$ cat src/rtl/sts_pkg.sv
package sts_pkg;
  localparam int DW      = 32;
  localparam int AW      = 12;
  localparam int EVT_W   = 11;
  localparam int FIFO_W  = 10;
  localparam int NUM_IRQ = 2;
  localparam logic [EVT_W-1:0] EVT_USED = 11'h5FF;  // bit 9 reserved

  localparam logic [AW-1:0] OFF_PWR   = 12'h000;
  localparam logic [AW-1:0] OFF_CLK   = 12'h004;
  localparam logic [AW-1:0] OFF_DLEN  = 12'h028;
  localparam logic [AW-1:0] OFF_DCTL  = 12'h02C;
  localparam logic [AW-1:0] OFF_STAT  = 12'h034;
  localparam logic [AW-1:0] OFF_CLR   = 12'h038;
  localparam logic [AW-1:0] OFF_MASK0 = 12'h03C;
  localparam logic [AW-1:0] OFF_ID    = 12'hFE0;

  function automatic logic [7:0] id_byte(input logic [2:0] idx);
    case (idx)
      3'd0: id_byte = 8'h81;
      3'd1: id_byte = 8'h11;
      3'd2: id_byte = 8'h04;
      3'd3: id_byte = 8'h00;
      3'd4: id_byte = 8'h0D;
      3'd5: id_byte = 8'hF0;
      3'd6: id_byte = 8'h05;
      default: id_byte = 8'hB1;
    endcase
  endfunction
endpackage

$ cat src/rtl/sts_evt_reg.sv
module sts_evt_reg #(
  parameter int N = 11,
  parameter logic [N-1:0] USED = '1
) (
  input  logic         clk_i,
  input  logic         rst_ni,
  input  logic [N-1:0] set_i,
  input  logic [N-1:0] clr_i,
  output logic [N-1:0] evt_o
);
  logic [N-1:0] evt_q;

  // set beats clear so a same-cycle event survives
  always_ff @(posedge clk_i or negedge rst_ni) begin
    if (!rst_ni) evt_q <= '0;
    else         evt_q <= ((evt_q & ~clr_i) | set_i) & USED;
  end
  assign evt_o = evt_q;

  for (genvar b = 0; b < N; b++) begin : g_chk
    if (USED[b]) begin : g_used
      assert_set_latches_R2: assert property (@(posedge clk_i) disable iff (!rst_ni)
        set_i[b] |=> evt_q[b]);
      assert_clear_R3: assert property (@(posedge clk_i) disable iff (!rst_ni)
        (clr_i[b] && !set_i[b]) |=> !evt_q[b]);
      assert_sticky_R2: assert property (@(posedge clk_i) disable iff (!rst_ni)
        (evt_q[b] && !clr_i[b]) |=> evt_q[b]);
      assert_set_wins_R4: assert property (@(posedge clk_i) disable iff (!rst_ni)
        (set_i[b] && clr_i[b]) |=> evt_q[b]);
    end else begin : g_rsvd
      assert_reserved_R5: assert property (@(posedge clk_i) disable iff (!rst_ni)
        !evt_q[b]);
    end
  end
endmodule

$ cat src/rtl/sts_irq_mask.sv
module sts_irq_mask #(
  parameter int DW = 32,
  parameter int NUM_IRQ = 2
) (
  input  logic                   clk_i,
  input  logic                   rst_ni,
  input  logic [NUM_IRQ-1:0]     we_i,
  input  logic [DW-1:0]          wdata_i,
  input  logic [DW-1:0]          status_i,
  output logic [NUM_IRQ*DW-1:0]  mask_o,
  output logic [NUM_IRQ-1:0]     irq_o
);
  for (genvar k = 0; k < NUM_IRQ; k++) begin : g_line
    logic [DW-1:0] mask_q;
    always_ff @(posedge clk_i or negedge rst_ni) begin
      if (!rst_ni)   mask_q <= '0;
      else if (we_i[k]) mask_q <= wdata_i;
    end
    assign mask_o[k*DW +: DW] = mask_q;
    assign irq_o[k] = |(status_i & mask_q);

    assert_mask_write_R6: assert property (@(posedge clk_i) disable iff (!rst_ni)
      we_i[k] |=> mask_q == $past(wdata_i));
    assert_masked_quiet_R6: assert property (@(posedge clk_i) disable iff (!rst_ni)
      (mask_q == '0) |-> !irq_o[k]);
  end
endmodule

$ cat src/rtl/sts_cfg_regs.sv
module sts_cfg_regs (
  input  logic        clk_i,
  input  logic        rst_ni,
  input  logic        we_pwr_i,
  input  logic        we_clk_i,
  input  logic        we_dlen_i,
  input  logic        we_dctl_i,
  input  logic [15:0] wdata_i,
  output logic [7:0]  pwr_o,
  output logic [7:0]  clk_cfg_o,
  output logic [15:0] dlen_o,
  output logic [7:0]  dctl_o
);
  always_ff @(posedge clk_i or negedge rst_ni) begin
    if (!rst_ni) begin
      pwr_o <= '0; clk_cfg_o <= '0; dlen_o <= '0; dctl_o <= '0;
    end else begin
      if (we_pwr_i)  pwr_o     <= wdata_i[7:0];
      if (we_clk_i)  clk_cfg_o <= wdata_i[7:0];
      if (we_dlen_i) dlen_o    <= wdata_i;
      if (we_dctl_i) dctl_o    <= wdata_i[7:0];
    end
  end

  assert_pwr_trim_R8: assert property (@(posedge clk_i) disable iff (!rst_ni)
    we_pwr_i |=> pwr_o == $past(wdata_i[7:0]));
  assert_dlen_trim_R8: assert property (@(posedge clk_i) disable iff (!rst_ni)
    we_dlen_i |=> dlen_o == $past(wdata_i));
  assert_dctl_hold_R8: assert property (@(posedge clk_i) disable iff (!rst_ni)
    !we_dctl_i |=> $stable(dctl_o));
endmodule

$ cat src/rtl/sts_irq_top.sv
module sts_irq_top
  import sts_pkg::*;
(
  input  logic                clk_i,
  input  logic                rst_ni,
  input  logic [AW-1:0]       addr_i,
  input  logic                we_i,
  input  logic [DW-1:0]       wdata_i,
  output logic [DW-1:0]       rdata_o,
  input  logic [EVT_W-1:0]    evt_set_i,
  input  logic                cmd_busy_i,
  input  logic [FIFO_W-1:0]   fifo_flags_i,
  output logic [NUM_IRQ-1:0]  irq_o,
  output logic [7:0]          pwr_o,
  output logic [7:0]          clk_cfg_o,
  output logic [15:0]         dlen_o,
  output logic [7:0]          dctl_o
);
  localparam int PAD_W = DW - EVT_W - 1 - FIFO_W;

  logic aligned, id_hit;
  logic [EVT_W-1:0] evt, clr;
  logic [DW-1:0] status;
  logic [NUM_IRQ*DW-1:0] masks;
  logic [NUM_IRQ-1:0] we_mask;

  assign aligned = addr_i[1:0] == 2'b00;
  assign id_hit  = aligned && addr_i >= OFF_ID;
  assign clr     = (we_i && addr_i == OFF_CLR) ? wdata_i[EVT_W-1:0] : '0;

  for (genvar k = 0; k < NUM_IRQ; k++) begin : g_we
    assign we_mask[k] = we_i && addr_i == OFF_MASK0 + AW'(4*k);
  end

  sts_evt_reg #(.N(EVT_W), .USED(EVT_USED)) u_evt (
    .clk_i, .rst_ni, .set_i(evt_set_i), .clr_i(clr), .evt_o(evt)
  );

  assign status = {{PAD_W{1'b0}}, fifo_flags_i, cmd_busy_i, evt};

  sts_irq_mask #(.DW(DW), .NUM_IRQ(NUM_IRQ)) u_mask (
    .clk_i, .rst_ni, .we_i(we_mask), .wdata_i, .status_i(status),
    .mask_o(masks), .irq_o
  );

  sts_cfg_regs u_cfg (
    .clk_i, .rst_ni,
    .we_pwr_i (we_i && addr_i == OFF_PWR),
    .we_clk_i (we_i && addr_i == OFF_CLK),
    .we_dlen_i(we_i && addr_i == OFF_DLEN),
    .we_dctl_i(we_i && addr_i == OFF_DCTL),
    .wdata_i  (wdata_i[15:0]),
    .pwr_o, .clk_cfg_o, .dlen_o, .dctl_o
  );

  always_comb begin
    rdata_o = '0;
    if (id_hit) begin
      rdata_o = {24'b0, id_byte(addr_i[4:2])};
    end else begin
      case (addr_i)
        OFF_PWR:  rdata_o = {24'b0, pwr_o};
        OFF_CLK:  rdata_o = {24'b0, clk_cfg_o};
        OFF_DLEN: rdata_o = {16'b0, dlen_o};
        OFF_DCTL: rdata_o = {24'b0, dctl_o};
        OFF_STAT: rdata_o = status;
        default: begin
          for (int k = 0; k < NUM_IRQ; k++)
            if (addr_i == OFF_MASK0 + AW'(4*k)) rdata_o = masks[k*DW +: DW];
        end
      endcase
    end
  end

  assert_id_byte_wide_R7: assert property (@(posedge clk_i) disable iff (!rst_ni)
    id_hit |-> rdata_o[DW-1:8] == '0);
  assert_misaligned_zero_R9: assert property (@(posedge clk_i) disable iff (!rst_ni)
    !aligned |-> rdata_o == '0);
  assert_clear_reads_zero_R9: assert property (@(posedge clk_i) disable iff (!rst_ni)
    addr_i == OFF_CLR |-> rdata_o == '0);
  assert_irq_low_no_status_R6: assert property (@(posedge clk_i) disable iff (!rst_ni)
    status == '0 |-> irq_o == '0);
endmodule

$ cat config.mk
export PLATFORM = sky130hd
export DESIGN_NAME = sts_irq_top
export DESIGN_NICKNAME = d
export VERILOG_FILES = /design/src/rtl/sts_pkg.sv /design/src/rtl/sts_evt_reg.sv /design/src/rtl/sts_irq_mask.sv /design/src/rtl/sts_cfg_regs.sv /design/src/rtl/sts_irq_top.sv
export SDC_FILE = /design/constraint.sdc
export NUM_CORES = 1
export LEC_CHECK = 0
export ABC_CLOCK_PERIOD_IN_PS = 2400
export CORE_MARGIN = 4
export CORE_UTILIZATION = 55
export DETAILED_ROUTE_END_ITERATION = 7
export DONT_BUFFER_PORTS = 1
export PLACE_DENSITY = 0.82
export RECOVER_POWER = 25
export SLEW_MARGIN = 30
export SYNTH_ARGS = -nofsm -noshare
export SYNTH_HDL_FRONTEND = slang
export SYNTH_SLANG_ARGS = --single-unit
$ cat constraint.sdc
create_clock -name clk_i -period 2.4 [get_ports clk_i]
set_clock_uncertainty 0.2 [all_clocks]
set_input_delay 0.12 -clock clk_i [delete_from_list [all_inputs] [get_ports clk_i]]
set_output_delay 0.12 -clock clk_i [all_outputs]
set_load 0.01 [all_outputs]
==> results.json <==
{
  "status": "finished, violations left",
  "violations": "negative hold slack",
  "hp-class": "in -> async",
  "die_h_um": 108,
  "ys_types": 39,
  "grt_pass1_vias": 4735,
  "routed_wirelength_mm": 16.8,
  "p_leak_nw": 3.34,
  "multi_input_area_sq_um": 2460,
  "avgSynthCellArea_sq_um": 12.7,
  "grt_max_degree": 115,
  "diodes": 0,
  "fin_ws_ns": 0.114,
  "synthAdderAreaFrac_pct": 0,
  "cts_tree": "done",
  "synth_flop_cell": "dfrtp_1",
  "synth_top_family_by_area": "multiplexers",
  "final_core_util_pct": 71.4,
  "start_util_pct": 56.3,
  "r2r-start": "u_mask.g_line[1].mask_q[31]$_DFFE_PN0P_",
  "antenna_found_initial": 0,
  "die_x_um": 108,
  "grt_overflow": 0,
  "drt-pass1-iter-count": 6,
  "syn_nets": 500,
  "synth_seq_cells": 114,
  "cts_buffers": 17,
  "synth_edf_count": 0,
  "die-area_sq_um": 11600,
  "seq_area_sq_um": 2850,
  "setup_violations": 0,
  "grt_pass1_wl_mm": 26.3,
  "cts_sinks": 114,
  "setup.worst_path.start": "addr_i[3]",
  "cp.required_ns": 2.60,
  "arrival_ns": 2.48,
  "ys.warnings.count": 0,
  "post_cts_buffers": 0,
  "num_rows": 36,
  "drt-initial-drc-count": 586,
  "synthMuxAreaShare_pct": 23.0,
  "synth_compound_area_share_pct": 12.2,
  "worstSetupPathType": "in -> reg",
  "netlist_area_sq_um": 5470,
  "wl_per_cell_um": 26.0,
  "nets": 571,
  "core_area_sq_um": 9730,
  "max-cap-violations": 0,
  "fmax_mhz": 438,
  "tns_ns": 0,
  "synthXorXnorAreaFrac_pct": 0,
  "ys_seq_area_share_pct": 52.1,
  "layout_min_cycle_time_ns": 2.29,
  "path_clk_slew_ns": 0.06,
  "cts_hold_buf": 57,
  "vdd_drop_max_v": 0.000777,
  "place_inst": 559,
  "slew_headroom_pct": 63.1,
  "cts-root-buf": "clkbuf_8",
  "gr-usage-all-layers_pct": 30.0,
  "cts_htree_levels": 4,
  "clock_latency_ns": 0.52,
  "crit_fanout": 32,
  "finalMaxSlewViolations": 0,
  "avgViaCountPerCell": 6.75,
  "period_share_pct": 95.2,
  "worstSetupEndpointType": "flip-flop",
  "fillCellCount": 617,
  "synthSimpleGateAreaFrac_pct": 9.51,
  "gp_congestion": 0.886,
  "ys_async_sr_fraction_pct": 100,
  "finalHoldViolCount": 114,
  "holdWs_ns": -0.909,
  "netlist_instances": 431,
  "ioPinCount": 143,
  "tightest_slew_ns": 0.548,
  "dp_slack_ns": 0.125,
  "grt_setup_unrepaired": "false",
  "areaGrowthSynthToFinish_pct": 26.9,
  "drive_above_1_share_pct": 22.1,
  "io_buffers": 0,
  "fin_cells": 648,
  "powerDensity_nw_per_um2": 704,
  "route.detailed.drc": 0,
  "cp-start-kind": "input port",
  "clockBufferDepth": 2,
  "place_hpwl_mm": 10.5,
  "ant_nets": 0,
  "num_vias": 4375
}
## placed cells by master, fill, tap and decap left out, types with 3 or more instances in the layout
master         synthesis  final
nor2_1                 9      9
buf_4                  0     19
a221oi_1               3      3
a22o_1                11     11
nand3_1                9      9
inv_1                  8      8
bufinv_16              0      6
nand4_1                7      7
and3_1                 4      4
clkbuf_16              0     16
nor4_2                 0      3
a22oi_1               24     24
buf_12                 0      3
a222oi_1              23     23
clkbuf_8               0      4
a21o_1                10     10
mux2_1                66     66
nor3_1                 4      4
nand2_1               29     29
nor4_1                 6      3
nand2_2                4      4
mux2_2                43     43
mux2i_1                3      3
dlygate4sd3_1          0     57
dfrtp_1              114    114
clkinv_2               0      5
## metrics by stage
stage | instance area (sq um) | power, mW
6_report | 6950 | 4.89
5_1_grt | 6950 | 5.03
4_1_cts | 6940 | 4.91
3_5_place_dp | 5710 | 2.02
3_3_place_gp | 5710 | 2.02
2_1_floorplan | 5470 | 2.02
## final timing paths
kind	to	slack [ns]	depth (start not counted)
worst min-delay path	u_cfg.dctl_o[7]$_DFFE_PN0P_	-0.91	0
worst max-delay path	u_mask.g_line[1].mask_q[31]$_DFFE_PN0P_	0.11	7
min in group clk_i	u_cfg.clk_cfg_o[4]$_DFFE_PN0P_	0.02	4
max in group asynchronous	u_mask.g_line[0].mask_q[24]$_DFFE_PN0P_	2.71	0
worst max register to register	u_mask.g_line[1].mask_q[31]$_DFFE_PN0P_	0.83	2
worst min register to register	u_mask.g_line[1].mask_q[30]$_DFFE_PN0P_	0.29	1
## cell type report
type                            count  share of cell area [%]
Clock buffer                       21                    6.61
Clock inverter                     11                    2.95
Inverter                            8                   0.432
Multi-Input combinational cell    282                    35.4
Sequential cell                   114                    41.1
Tap cell                          133                    2.39
Timing Repair Buffer               79                    11.1
## power breakdown
group / internal, mW / switching (mW) / leakage (nW) / total (mW)
clock network: 1.97 / 0.855 / 0.331 / 2.82
registers: 1.93 / 0.00846 / 1.54 / 1.94
logic: 0.0721 / 0.0579 / 1.47 / 0.130
total: 3.97 / 0.921 / 3.34 / 4.89
## critical path, cell delays in order
cell and delay (ns):
or4_4 0.54, nor2_1 0.19, and3_1 0.31, nand2_2 0.07, buf_4 0.30, mux2_1 0.36, dlygate4sd3_1 0.58
## flip-flops by register name (all words and copies together), names as in the netlist
| name | count |
|---|---|
| u_mask.g_line.mask_q | 64 |
| u_cfg.dlen_o | 16 |
| u_evt.evt_o | 10 |
| u_cfg.clk_cfg_o | 8 |
| u_cfg.dctl_o | 8 |
| u_cfg.pwr_o | 8 |
## what timing repair did
action	CTS	global route
endpoints found under the setup margin	0	1
endpoints found under the hold margin	228	114
gates resized for setup	0	1
## kinds of logic (layout without fill, tap and decap cells)
family,after synthesis,in the layout
buf+inv,35,119
simple gates,91,91
flops,114,114
compound gates,79,79
mux,112,112
## synth_stat cells, types with 2 or more instances
| master | instances | area (sq um) |
|---|---|---|
| a32oi_1 | 2 | 17.5 |
| or4_4 | 2 | 22.5 |
| inv_1 | 8 | 30.0 |
| buf_6 | 4 | 45.0 |
| nand2_1 | 29 | 109 |
| nor3_4 | 2 | 32.5 |
| nor2_1 | 9 | 33.8 |
| and3_1 | 4 | 25.0 |
| a22oi_1 | 24 | 180 |
| or3_1 | 2 | 12.5 |
| mux2_1 | 66 | 743 |
| a222oi_1 | 23 | 230 |
| nand2b_1 | 2 | 12.5 |
| nand3_1 | 9 | 45.0 |
| a21o_1 | 10 | 75.1 |
| buf_2 | 13 | 65.1 |
| a21oi_1 | 2 | 10.0 |
| mux2_2 | 43 | 484 |
| nor3_2 | 2 | 20.0 |
| nand4_1 | 7 | 43.8 |
| nand2_2 | 4 | 25.0 |
| mux2i_1 | 3 | 30.0 |
| dfrtp_1 | 114 | 2850 |
| nor4_1 | 6 | 37.5 |
| a221oi_1 | 3 | 26.3 |
| o211ai_1 | 2 | 15.0 |
| nor3_1 | 4 | 20.0 |
| clkbuf_1 | 10 | 37.5 |
| a22o_1 | 11 | 96.3 |
| and4_1 | 2 | 17.5 |
## metal layers
layer / GRT usage, % / part of all wire, %
met5: 0 / 0
met1: 35.8 / 36
met3: 9.66 / 11
met2: 48.1 / 48
met4: 16.3 / 5.1
Note: power is estimated with default switching activity, not from simulation.
